### config.mk
export PLATFORM = sky130hd
export DESIGN_NAME = qspi_qctl
export DESIGN_NICKNAME = d
export VERILOG_FILES = /design/src/rtl/qspi_qctl.sv
export SDC_FILE = /design/constraint.sdc
export NUM_CORES = 1
export LEC_CHECK = 0
export ABC_AREA = 1
export BUFFER_PORTS_ARGS = -buffer_cell sky130_fd_sc_hd__buf_2
export CORE_ASPECT_RATIO = 0.5
export CORE_MARGIN = 2
export CORE_UTILIZATION = 51
export CTS_CLUSTER_SIZE = 14
export DETAILED_ROUTE_END_ITERATION = 8
export PLACE_DENSITY_LB_ADDON = 0.05
export SLEW_MARGIN = 25
export SYNTH_ARGS = -nofsm -noshare
export SYNTH_HDL_FRONTEND = slang
export SYNTH_SLANG_ARGS = --single-unit
### constraint.sdc
create_clock -name clk -period 1.6 [get_ports clk]
set_clock_uncertainty 0.05 [all_clocks]
set_input_delay 0.24 -clock clk [delete_from_list [all_inputs] [get_ports clk]]
set_output_delay 0.24 -clock clk [all_outputs]
set_load 0.01 [all_outputs]
### src/rtl/qspi_qctl.sv
module qspi_qctl #(
  parameter int PTR_W = 4
) (
  input  logic             clk,
  input  logic             rst_n,
  input  logic             bus_wr,
  input  logic [1:0]       bus_be,
  input  logic [15:0]      bus_wdata,
  output logic [15:0]      bus_rdata,
  input  logic             fin_clr,
  input  logic             xfer_active,
  input  logic             entry_done,
  output logic [PTR_W-1:0] qptr,
  output logic             q_run,
  output logic             fin_flag,
  output logic             irq
);
  localparam logic [7:0]  PTR_MASK  = 8'((1 << PTR_W) - 1);
  localparam logic [15:0] IMPL_MASK = {8'hE0 | PTR_MASK, PTR_MASK};

  logic [15:0] act_word, pend_word, base_word, merged;
  logic        pend_valid, pend_rs;
  logic        apply, restart;
  logic [PTR_W-1:0] end_p, new_p;

  assign base_word = pend_valid ? pend_word : act_word;
  assign merged = {bus_be[1] ? bus_wdata[15:8] : base_word[15:8],
                   bus_be[0] ? bus_wdata[7:0]  : base_word[7:0]} & IMPL_MASK;

  assign apply   = pend_valid & ~bus_wr & (~xfer_active | entry_done);
  assign restart = apply & pend_rs;

  assign end_p     = act_word[8 +: PTR_W];
  assign new_p     = act_word[0 +: PTR_W];
  assign bus_rdata = act_word;
  assign irq       = fin_flag & act_word[15];

  always_ff @(posedge clk or negedge rst_n) begin
    if (!rst_n) begin
      pend_word  <= '0;
      pend_valid <= 1'b0;
      pend_rs    <= 1'b0;
    end else if (bus_wr) begin
      pend_word  <= merged;
      pend_valid <= 1'b1;
      pend_rs    <= (pend_valid & pend_rs) | bus_be[0];
    end else if (apply) begin
      pend_valid <= 1'b0;
      pend_rs    <= 1'b0;
    end
  end

  always_ff @(posedge clk or negedge rst_n) begin
    if (!rst_n)     act_word <= '0;
    else if (apply) act_word <= pend_word;
  end

  always_ff @(posedge clk or negedge rst_n) begin
    if (!rst_n) begin
      qptr  <= '0;
      q_run <= 1'b0;
    end else if (restart) begin
      qptr  <= pend_word[0 +: PTR_W];
      q_run <= 1'b1;
    end else if (q_run && entry_done) begin
      if (qptr == end_p) begin
        if (act_word[14]) qptr <= act_word[13] ? new_p : '0;
        else              q_run <= 1'b0;
      end else begin
        qptr <= qptr + 1'b1;
      end
    end
  end

  always_ff @(posedge clk or negedge rst_n) begin
    if (!rst_n)                                     fin_flag <= 1'b0;
    else if (q_run && entry_done && qptr == end_p)  fin_flag <= 1'b1;
    else if (fin_clr)                               fin_flag <= 1'b0;
  end

  // the active word holds while a transfer runs with no boundary
  a_r3_hold_mid_xfer: assert property (@(posedge clk) disable iff (!rst_n)
    xfer_active && !entry_done |=> $stable(bus_rdata));

  // a pending write commits right away when idle
  a_r4_idle_commit: assert property (@(posedge clk) disable iff (!rst_n)
    pend_valid && !bus_wr && !xfer_active |=> !pend_valid);

  a_r7_advance: assert property (@(posedge clk) disable iff (!rst_n)
    q_run && entry_done && qptr != end_p && !restart |=> qptr == $past(qptr) + 1'b1);

  a_r8_halt: assert property (@(posedge clk) disable iff (!rst_n)
    q_run && entry_done && qptr == end_p && !act_word[14] && !restart |=> !q_run);

  a_r10_sticky: assert property (@(posedge clk) disable iff (!rst_n)
    fin_flag && !fin_clr |=> fin_flag);

  a_r5_restart_runs: assert property (@(posedge clk) disable iff (!rst_n)
    restart |=> q_run);
endmodule

Yosys cells after proc, flatten, opt, wreduce, memory -nomap -nowiden. Cells that the tools add are included.

Register bits after elaboration: 30. Output and inout port bits: 23. Word-level logic and storage cells: 50. Input bits: 24.

Muxes and demuxes: 17. Bitwise logic cells: 9. Reductions and logical operators: 10. Add/subtract/negate cells: 1. Equality and inequality tests: 5.

Operators by type and width (number): 4-bit 2-to-1 mux (6); 16-bit 2-to-1 mux (1); 1-bit 2-to-1 mux (9); 8-bit 2-to-1 mux (1); 2-bit nonzero test (4); 2-bit AND reduction (3); 1-bit AND (5); 4-bit by 1-bit adder with 4-bit output, second input constant (1); 4-bit == test (1); 2-bit inequality test, second input constant (2); 3-bit inequality test, second input constant (1); 3-bit AND reduction (1); 1-bit logical AND (2); 2-bit by 1-bit inequality test with 1-bit output, second input constant (1); 1-bit NOT (2); 1-bit bitwise OR (2).

Logic depth before layout (Yosys ltp). Gate-level depths: netlist of the first run.

Depth after elaboration: 6. Depth in mapped cells: 11.

Least setup slack after synthesis of the first run. Ideal clock, no wire load.

Path kind: register to register. Start: register qptr[1]. End: register qptr[0]. Stages on the path, launching flop included: 10. Arrival time: 1199 ps. Buffers on the path: 0. Setup slack: 234 ps. Cells stage by stage: dfrtp_1 inv_1 nand2_1 nand2_1 nor2_4 nand2_4 o21ai_4 inv_2 nand2_1 nand2_1.

Longest elaborated chain between the ends: 4. Elaborated cells between the ends (all ways): 6.

RTL lines: start: declaration (RTL line 13) `output logic [PTR_W-1:0] qptr,`; start signal: assignment (RTL line 63) `qptr <= pend_word[0 +: PTR_W];`; start signal: assignment (RTL line 67) `if (act_word[14]) qptr <= act_word[13] ? new_p : '0;`; start signal: assignment (RTL line 70) `qptr <= qptr + 1'b1;`; 4-bit == test * (RTL line 66) `if (qptr == end_p) begin`; 4-bit 2-to-1 mux (RTL line 66); 4-bit 2-to-1 mux (RTL line 65) `end else if (q_run && entry_done) begin`; 4-bit 2-to-1 mux (RTL line 62) `end else if (restart) begin`.

Every way passes the cells marked *; elsewhere a longest branch is shown, timed or not. The select of a mux whose other input is x is not followed. A chain may end at the register's enable or synchronous reset.

Worst setup path after layout of the first run.
Start: register act_word[9] (netlist: bus_rdata[9]). End: register qptr[2].

Longest elaborated chain between the ends: 4. Elaborated cells between the ends (all ways): 6.

RTL lines: start: declaration (RTL line 21) `logic [15:0] act_word, pend_word, base_word, merged;`; start signal: assignment (RTL line 55) `else if (apply) act_word <= pend_word;`; 4-bit == test * (RTL line 66); 4-bit 2-to-1 mux (RTL line 66); 4-bit 2-to-1 mux (RTL line 65); 4-bit 2-to-1 mux (RTL line 62).

Marks and branches as above.

==> key figures, run 1 <==
Critical path
  – Most used cell along the critical path: nand2_1
  – Critical path's slowest cell: dfrtp_1
  – Worst r2r dst: qptr[2]$_DFFE_PN0P_
  – Setup CP Type: reg2reg
  – Worst path max stage delay: 0.40 ns
  – R2r setup slk: 0.16 ns
  – Nature of the critical path endpoint: flop
  – Worst R2R Start: bus_rdata[9]$_DFFE_PN0P_
  – Critical path, cell by cell: inv_1, nand2_1, nand2_1, nor2_4, nand2_4, o21ai_4, inv_2, nand2_1, nand2_1
  – Critical Path Start Type: flop
  – Worst path top cell family by delay: simple AND/OR/NAND/NOR gates
  – CP Data Required Time: 1.73 ns
  – Arr. time, crit path: 1.57 ns
  – Crit path max fanout: 7
  – Critical Path Stages: 9
  – Path depth of the worst reg2reg path: 9
  – Crit path buffers/inverters: 2

Floorplanning
  – Die footprint: 0.003666 sq mm
  – Die W: 83.65 um
  – Core Region: 0.003013 sq mm
  – Site Rows: 14
  – Initial Util: 53.70%
  – I/O pins: 47
  – Die height: 43.83 um

Layout
  – Layout cells sized above 1: 23.08%
  – Area delta synth->final: 20.73%
  – Fillers: 261
  – Design area: 0.001953 sq mm
  – Number of diodes: 0
  – Register area: 750.7 sq um
  – Multi-input logic area: 686.9 sq um
  – Fin cells: 300
  – Final nets: 284

Worst hold path
  – Hold Crit Class: in2reg
  – Hold Crit Start: fin_clr
  – Hold path endpoint: fin_flag$_DFFE_PN0P_
  – WHS Path Cells: 2

Clock tree
  – CTS tree: yes
  – CTS max path bufs: 2
  – Clock Sinks: 30
  – Clock Root Buffer: clkbuf_8
  – Clock transition at path regs: 0.07 ns
  – H-tree depth: 2
  – Clock Latency Late Sink: 0.28 ns
  – CTS Buf Count: 5
  – Post-CTS setup buffer count: 0

GRT
  – M2 GR Usage: 30.88%
  – Initial antenna violation count: 0
  – Gr ovfl total: 0
  – First-pass GRT wire length: 5554 um
  – Pin count of the biggest net entering global routing: 31
  – GR peak layer: met2
  – Global Route Usage Sum: 20.29%
  – GRT met1 Usage: 27.43%
  – M3 GR Usage: 6.286%
  – Vias in the first global route: 1250

Synthesis
  – Top-area cell type share of the netlist area: 46.40%
  – Sequential-to-total area share from yosys stat: 46.40%
  – Synth unique cells: 21
  – Number of synthesized flops with an enable pin: 0
  – Top_reg_cell synth: dfrtp_1
  – Cells after Synth: 215
  – Syn_area_per_cell: 7.525 sq um
  – Yosys synthesis warning count: 0
  – Most frequent cell after synthesis: nand2_1
  – Netlist Area Pre-Place: 0.001618 sq mm
  – Flops & latches, synth: 30
  – Largest area contributor in the netlist: dfrtp_1
  – Commonest cells in the netlist: nand2_1 (73), inv_1 (34), o21ai_0 (31), dfrtp_1 (30), nand3_1 (9)
  – Async SR Flop Fraction: 100.0%
  – Synth area leaders: dfrtp_1 (46%), nand2_1 (17%), o21ai_0 (9.6%)

Timing
  – Final worst path period share: 90.23%
  – Max-slew violation count: 0
  – Setup violators final: 0
  – Fin crit period: 1.444 ns
  – Worst-Margin Slew: 0.6690 ns
  – Rel. slew slack: 55.40%
  – Final Hold Violating Endpoints: 0
  – Max Fclk: 692.6 MHz
  – Setup TNS Final: 0 ns
  – RSZ-0062 raised after global routing: false

Flow run
  – Max_cap viols: 0

Drt
  – TritonRoute pass-1 iters: 4
  – Detailed Route WL: 3312 um
  – Initial DRC count: 63
  – Antenna Violating Nets Remaining: 0
  – WL/cell: 11.04 um
  – Remaining DRCs: 0
  – Via/cell ratio: 4.640
  – DR vias: 1392

Place
  – Dpl cells: 291
  – GP Congestion: 0.8969
  – Placed Area: 0.001849 sq mm
  – DP Wirelength: 2398 um
  – Port Buffers: 36

Power
  – LEAKAGE: 0.001104 uW
  – VDD IR max: 0.6901 mV
  – Power per cell area: 1444 mW/mm^2

Outcome
  – Status: finished clean
[final cells by class]
class | count | area share [%]
Tap cell | 40 | 2.562
Inverter | 37 | 7.111
Multi-Input combinational cell | 142 | 35.17
Timing Repair Buffer | 43 | 12.04
Clock buffer | 7 | 4.420
Clock inverter | 1 | 0.2562
Sequential cell | 30 | 38.44
[logic make-up after synthesis]
group           share of synthesized area, %
compound gates                         14.08
xor+xnor                               1.083
buf+inv                                12.22
fa+ha+maj                             0.7733
simple gates                           25.21
other cells                           0.2318
flops                                  46.40
[placed cells by master (no fill, tap or decap), drive strengths merged, types with 2 or more instances in the layout]
master,instances
conb,5
dfrtp,30
nand2,77
o211ai,6
xor2,2
buf,42
clkbuf,7
nand3,9
nor2,8
inv,37
o21ai,32
[where the power goes]
group          leakage, uW  internal [uW]  total, uW  switching [uW]
combinational     0.000681            441       1110             669
clock            0.0000482            347        634             287
sequential        0.000375            938       1080             140
[metal layers]
metal	part of all wire (%)	vias up	wire, um
met1	52	609	1721
met2	41	40	1361
li1	-	741	-
met3	6.5	2	214
met5	0	-	0
met4	0.42	0	14
[what timing repair did]
item / CTS / global route
gates resized for setup: 0 / 1
endpoints found under the hold margin: 30 / 0
hold buffers: 1 / 0
endpoints found under the setup margin: 0 / 2
[how the worst max path moves through the flow]
| stage | to | startpoint | slack, ns |
|---|---|---|---|
| 2_1_floorplan | qptr[0]$_DFFE_PN0P_ | qptr[1]$_DFFE_PN0P_ | 0.23 |
| 3_3_place_gp | qptr[1]$_DFFE_PN0P_ | pend_valid$_DFFE_PN0P_ | 0.18 |
| 3_5_place_dp | qptr[2]$_DFFE_PN0P_ | pend_valid$_DFFE_PN0P_ | 0.16 |
| 4_1_cts | qptr[2]$_DFFE_PN0P_ | bus_rdata[9]$_DFFE_PN0P_ | 0.15 |
| 5_1_grt | qptr[2]$_DFFE_PN0P_ | bus_rdata[9]$_DFFE_PN0P_ | 0.03 |
| 6_report | qptr[2]$_DFFE_PN0P_ | bus_rdata[9]$_DFFE_PN0P_ | 0.16 |
[sequential cells by signal, indices dropped and copies added, names as in the netlist]
register	count
bus_rdata	11
pend_word	11
qptr	4
fin_flag	1
pend_rs	1
pend_valid	1
q_run	1
[through the flow]
| step | util (%) | power (uW) | setup WS [ns] | hold slack, ns |
|---|---|---|---|---|
| 6_report | 64.83 | 2821 | 0.1563 | 0.09928 |
| 5_1_grt | 64.83 | 3053 | 0.02520 | 0.1024 |
| 4_1_cts | 64.74 | 2848 | 0.1529 | 0.09315 |
| 3_5_place_dp | 61.38 | 2206 | 0.1611 | 0.2705 |
| 3_3_place_gp | 61.38 | 2185 | 0.1757 | 0.2600 |
| 2_1_floorplan | - | 1844 | 0.2344 | -0.1056 |
Power figures use the tool's default switching activity.
==> run 2: changes to the inputs <==
--- a/config.mk
+++ b/config.mk
@@ -10,5 +10,6 @@
 export CORE_ASPECT_RATIO = 0.5
 export CORE_MARGIN = 2
-export CORE_UTILIZATION = 51
+export CORE_UTILIZATION = 53
+export CTS_BUF_LIST = sky130_fd_sc_hd__clkbuf_4 sky130_fd_sc_hd__clkbuf_8
 export CTS_CLUSTER_SIZE = 14
 export DETAILED_ROUTE_END_ITERATION = 8
==> constraint.sdc (replaced) <==
create_clock -name clk -period 1.6 [get_ports clk]
set_clock_uncertainty 0.05 [all_clocks]
set_input_delay 0.32 -clock clk [delete_from_list [all_inputs] [get_ports clk]]
set_output_delay 0.32 -clock clk [all_outputs]
set_load 0.01 [all_outputs]
==> key figures, run 2 (synthesis results as in run 1) <==
Timing
  – Rel. slew slack: 55.26%
  – Setup WS post-layout: 0.1456 ns
  – Fin crit period: 1.454 ns
  – Setup TNS Final: 0 ns
  – Final Hold Violating Endpoints: 0
  – Worst-Margin Slew: 0.6711 ns
  – Max-slew violation count: 0
  – Max Fclk: 687.6 MHz
  – RSZ-0062 raised after global routing: false
  – Setup violators final: 0
  – Final worst path period share: 90.90%

Drt
  – Remaining DRCs: 0
  – DR vias: 1412
  – WL met1: 1675 um
  – Initial DRC count: 77
  – Antenna Violating Nets Remaining: 0
  – Detailed Route WL: 3251 um
  – Max Used Layer: met3
  – DR WL met3: 216 um
  – WL/cell: 10.87 um
  – TritonRoute pass-1 iters: 4
  – Via/cell ratio: 4.722
  – DR WL met2: 1359 um

Critical path
  – Critical Path Start Type: flop
  – Arr. time, crit path: 1.57 ns
  – Setup CP Type: reg2reg
  – Crit path max fanout: 7
  – CP Data Required Time: 1.71 ns
  – Nature of the critical path endpoint: flop
  – Path depth of the worst reg2reg path: 8

Place
  – DP Wirelength: 2381 um
  – Dpl cells: 291
  – GP Congestion: 0.9304
  – Setup WS pre-CTS: 0.1005 ns
  – Placed Area: 0.001849 sq mm
  – Port Buffers: 36

Clock tree
  – Clock Latency Late Sink: 0.27 ns
  – Clock Root Buffer: clkbuf_8
  – CTS max path bufs: 2
  – H-tree depth: 2
  – Clock transition at path regs: 0.06 ns
  – Post-CTS setup buffer count: 0
  – Post-CTS Hold Fix Bufs: 0
  – CTS tree: yes
  – CTS Buf Count: 5
  – Clock Sinks: 30

Floorplanning
  – Die height: 43.07 um
  – Site Rows: 14
  – Die W: 82.14 um
  – Initial Util: 54.65%
  – Core Region: 0.002960 sq mm
  – I/O pins: 47
  – Die footprint: 0.003537 sq mm

Layout
  – Design area: 0.001947 sq mm
  – Fin cells: 299
  – Register area: 750.7 sq um
  – Number of diodes: 0
  – Multi-input logic area: 686.9 sq um
  – Layout cells sized above 1: 23.55%
  – Commonest non-fill, non-tap cell in the layout: nand2_1
  – Most frequent cells in the layout: nand2_1 (72), buf_2 (36), inv_1 (34)
  – Fillers: 269
  – Area delta synth->final: 20.34%
  – Final nets: 283
  – Post-layout util: 65.77%

GRT
  – Global Route Usage Sum: 20.73%
  – Gr ovfl total: 0
  – First-pass GRT wire length: 5416 um
  – Initial antenna violation count: 0
  – Pin count of the biggest net entering global routing: 31
  – Vias in the first global route: 1225

Flow run
  – Max_cap viols: 0

Outcome
  – Status: finished clean

Worst hold path
  – Hold Crit Class: in2async

Power
  – LEAKAGE: 0.001103 uW
  – VDD IR max: 0.6698 mV
  – Power per cell area: 1445 mW/mm^2
==> run 2: cell count changes in the layout (fill, tap and decap cells not counted), sizes merged <==
| cell | before | now |
|---|---|---|
| dlygate4sd3 | 1 | 0 |
==> run 2: worst max-delay path, cell delays in order, from the launching register on <==
cell     delay, ns
dfrtp_1       0.45
nand2_1       0.14
nand2_4       0.08
nor2_8        0.15
nand2_4       0.09
o21ai_4       0.21
inv_2         0.07
nand2_1       0.07
nand2_1       0.05
==> run 2: report_power, final <==
group          internal [uW]  switching [uW]  leakage, uW  total, uW
registers                938             150     0.000375       1090
logic                    430             666     0.000676       1100
clock network            363             268    0.0000517        631
==> run 2: area by class of cell <==
cell class / instances / share of cell area [%]
clock buffers: 7 / 4.627
well taps: 40 / 2.571
multi-input cells: 142 / 35.28
flip-flops and latches: 30 / 38.56
clock inverters: 1 / 0.2571
repair buffers: 42 / 11.57
inverters: 37 / 7.134
==> run 2: final timing paths <==
kind | endpoint | slack [ns] | startpoint
setup / recovery | qptr[0]$_DFFE_PN0P_ | 0.15 | qptr[2]$_DFFE_PN0P_
hold / removal | pend_word[14]$_DFFE_PN0P_ | 0.03 | rst_n
hold reg to reg | qptr[3]$_DFFE_PN0P_ | 0.45 | pend_word[3]$_DFFE_PN0P_
min in group clk | fin_flag$_DFFE_PN0P_ | 0.18 | fin_clr
setup reg to reg | qptr[0]$_DFFE_PN0P_ | 0.15 | qptr[2]$_DFFE_PN0P_
max in group asynchronous | bus_rdata[3]$_DFFE_PN0P_ | 1.03 | rst_n
==> run 2: repair_timing <==
item,CTS,global route
endpoints found under the hold margin,0,0
setup endpoints to repair,0,3
resized for setup,0,1
==> run 2: layer usage <==
metal | up-vias | track usage [%]
li1 | 742 | -
met3 | 0 | 7.021
met5 | - | 0
met1 | 635 | 29.69
met2 | 35 | 31.22
met4 | 0 | 3.000
==> run 2: per-stage QoR <==
| step | hold WS [ns] | power, uW |
|---|---|---|
| after floorplan | -0.02559 | 1844 |
| after global placement | 0.3419 | 2175 |
| after detailed placement | 0.3466 | 2197 |
| after CTS | 0.05130 | 2838 |
| after global routing | 0.07348 | 3058 |
| final | 0.03208 | 2814 |
==> run 3: changes to the inputs <==
- ABC_AREA: 1 -> not set
==> key figures, run 3 <==
Outcome
  – Status: finished clean

Worst hold path
  – Hold Crit Start: fin_clr
  – Hold Crit Class: in2reg
  – Hold path endpoint: fin_flag$_DFFE_PN0P_
  – WHS Path Cells: 2

Clock tree
  – Clock Latency Late Sink: 0.28 ns
  – Clock Sinks: 30
  – CTS Buf Count: 5
  – CTS tree: yes
  – CTS max path bufs: 2
  – H-tree depth: 2
  – Post-CTS setup buffer count: 0
  – Clock transition at path regs: 0.06 ns
  – Clock Root Buffer: clkbuf_8

Synthesis
  – Top-area cell type share of the netlist area: 49.06%
  – Flops & latches, synth: 30
  – Largest area contributor in the netlist: dfrtp_1
  – Yosys synthesis warning count: 0
  – Syn_area_per_cell: 10.63 sq um
  – Commonest cells in the netlist: dfrtp_1 (30), nand2_1 (19), o21ai_0 (15), a22oi_1 (11), mux2_2 (11)
  – Sequential-to-total area share from yosys stat: 49.06%
  – Async SR Flop Fraction: 100.0%
  – Most frequent cell after synthesis: dfrtp_1
  – Cells after Synth: 144
  – Synth area leaders: dfrtp_1 (49%), mux2_2 (8.1%), a22oi_1 (5.4%)
  – Top_reg_cell synth: dfrtp_1
  – Netlist Area Pre-Place: 0.001530 sq mm
  – Number of synthesized flops with an enable pin: 0
  – Synth unique cells: 34

Critical path
  – R2r setup slk: 0.04 ns
  – Path depth of the worst reg2reg path: 5
  – Nature of the critical path endpoint: flop
  – Setup CP Type: reg2reg
  – Crit path max fanout: 7
  – Worst R2R Start: qptr[0]$_DFFE_PN0P_
  – Arr. time, crit path: 1.70 ns
  – CP Data Required Time: 1.73 ns
  – Worst r2r dst: qptr[3]$_DFFE_PN0P_
  – Critical Path Start Type: flop

Power
  – Flop pwr share: 39.4%
  – Internal Power: 1981 uW
  – Power per cell area: 1548 mW/mm^2
  – Switching fraction of total power: 36.12%
  – Power share of the clock group: 19.4%
  – VDD IR max: 0.7875 mV
  – Sw Pwr: 1120 uW
  – Share of total power in combinational logic: 41.2%
  – LEAKAGE: 0.0009726 uW

Drt
  – Via/cell ratio: 5.542
  – Initial DRC count: 97
  – WL/cell: 16.02 um
  – TritonRoute pass-1 iters: 4
  – Detailed Route WL: 3813 um
  – DR vias: 1319
  – Remaining DRCs: 0
  – Antenna Violating Nets Remaining: 0

Layout
  – Layout cells sized above 1: 39.80%
  – Fin cells: 238
  – Commonest non-fill, non-tap cell in the layout: buf_2
  – Design area: 0.002003 sq mm
  – Area delta synth->final: 30.91%
  – Final nets: 227
  – Number of diodes: 0
  – Most frequent cells in the layout: buf_2 (36), dfrtp_1 (28), nand2_1 (19)

Timing
  – Final worst path period share: 97.68%
  – Fin crit period: 1.563 ns
  – Max Fclk: 639.8 MHz
  – Setup TNS Final: 0 ns
  – Setup violators final: 0
  – Setup WS post-layout: 0.03710 ns
  – Max-slew violation count: 0
  – RSZ-0062 raised after global routing: true
  – Final Hold Violating Endpoints: 0
  – Worst hold margin: 0.1900 ns

Floorplanning
  – Initial Util: 57.36%
  – Site Rows: 13
  – I/O pins: 47
  – Core Region: 0.002668 sq mm
  – Die W: 79.99 um
  – Die footprint: 0.003359 sq mm
  – Die height: 42.00 um

Place
  – DP Wirelength: 2766 um
  – Placed Area: 0.001873 sq mm
  – Dpl cells: 231
  – Setup WS pre-CTS: -0.009732 ns
  – GP Congestion: 0.9101
  – Port Buffers: 36

GRT
  – Vias in the first global route: 1226
  – Initial antenna violation count: 0
  – First-pass GRT wire length: 6134 um
  – Global Route Usage Sum: 25.29%
  – Pin count of the biggest net entering global routing: 31
  – Gr ovfl total: 0

Flow run
  – Max_cap viols: 0
[run 3: routing by layer]
metal	part of all wire (%)	wire length, um	vias up	global-route usage, %
met1	48	1818	640	36.16
met4	1.3	50	0	10.51
met3	5.4	207	7	6.681
li1	-	-	626	-
met2	46	1736	46	36.67
met5	0	0	-	0
[run 3: worst max-delay path, stage by stage, from the launching register on]
cell	delay [ns]
dfrtp_2	0.50
xnor2_4	0.21
nand4_4	0.17
buf_4	0.18
mux2i_1	0.11
a211oi_1	0.24
[run 3: kinds of logic (layout without fill, tap and decap cells)]
| group | Yosys count | in the layout | share of synthesized area [%] |
|---|---|---|---|
| xor gates and xnor gates | 6 | 6 | 5.397 |
| adders and majority gates | 1 | 1 | 0.8175 |
| AOI/OAI and AO/OA | 38 | 38 | 16.27 |
| other | 1 | 5 | 0.2451 |
| buffers and inverters | 12 | 65 | 4.252 |
| DFF | 30 | 30 | 49.06 |
| muxes | 13 | 13 | 9.403 |
| and+or+nand+nor | 43 | 43 | 14.55 |
[run 3: worst max-delay path by stage]
stage	from	end	slack, ns	cells past startpoint
floorplan	qptr[0]$_DFFE_PN0P_	qptr[1]$_DFFE_PN0P_	0.08	4
global placement	qptr[0]$_DFFE_PN0P_	qptr[1]$_DFFE_PN0P_	0.06	4
detailed placement	qptr[0]$_DFFE_PN0P_	qptr[3]$_DFFE_PN0P_	-0.01	5
CTS	qptr[1]$_DFFE_PN0P_	qptr[3]$_DFFE_PN0P_	0.01	5
global route	qptr[0]$_DFFE_PN0P_	qptr[3]$_DFFE_PN0P_	-0.02	5
finish	qptr[0]$_DFFE_PN0P_	qptr[3]$_DFFE_PN0P_	0.04	5
[run 3: timing repair]
| action | 4_1_cts | 5_1_grt |
|---|---|---|
| pin swaps | 1 | 3 |
| setup endpoints to repair | 2 | 4 |
| endpoints found under the hold margin | 30 | 0 |
| gates resized for setup | 2 | 3 |
| hold buffers | 1 | 0 |
[run 3: layout make-up]
| type | instances | area [sq um] |
|---|---|---|
| Inverter | 3 | 11.26 |
| Timing Repair Buffer | 56 | 345.3 |
| Multi-Input combinational cell | 106 | 764.5 |
| Tap cell | 37 | 46.29 |
| Fill cell | 210 | 664.4 |
| Clock buffer | 6 | 82.58 |
| Sequential cell | 30 | 753.2 |
[run 3: metrics by stage]
stage / utilization, % / power [uW]
final: 75.09 / 3101
after global routing: 75.09 / 3278
after CTS: 74.16 / 3050
after detailed placement: 70.22 / 2392
after global placement: 70.22 / 2349
after floorplan: - / 1864
[run 3: power by group through the flow]
| stage | combinational, uW | clock [uW] | sequential, uW |
|---|---|---|---|
| 5_1_grt | 1390 | 641 | 1250 |
| 4_1_cts | 1240 | 613 | 1190 |
| 3_3_place_gp | 1170 | 0 | 1180 |
| 2_1_floorplan | 641 | 0 | 1220 |
| 6_report | 1280 | 603 | 1220 |
| 3_5_place_dp | 1210 | 0 | 1180 |
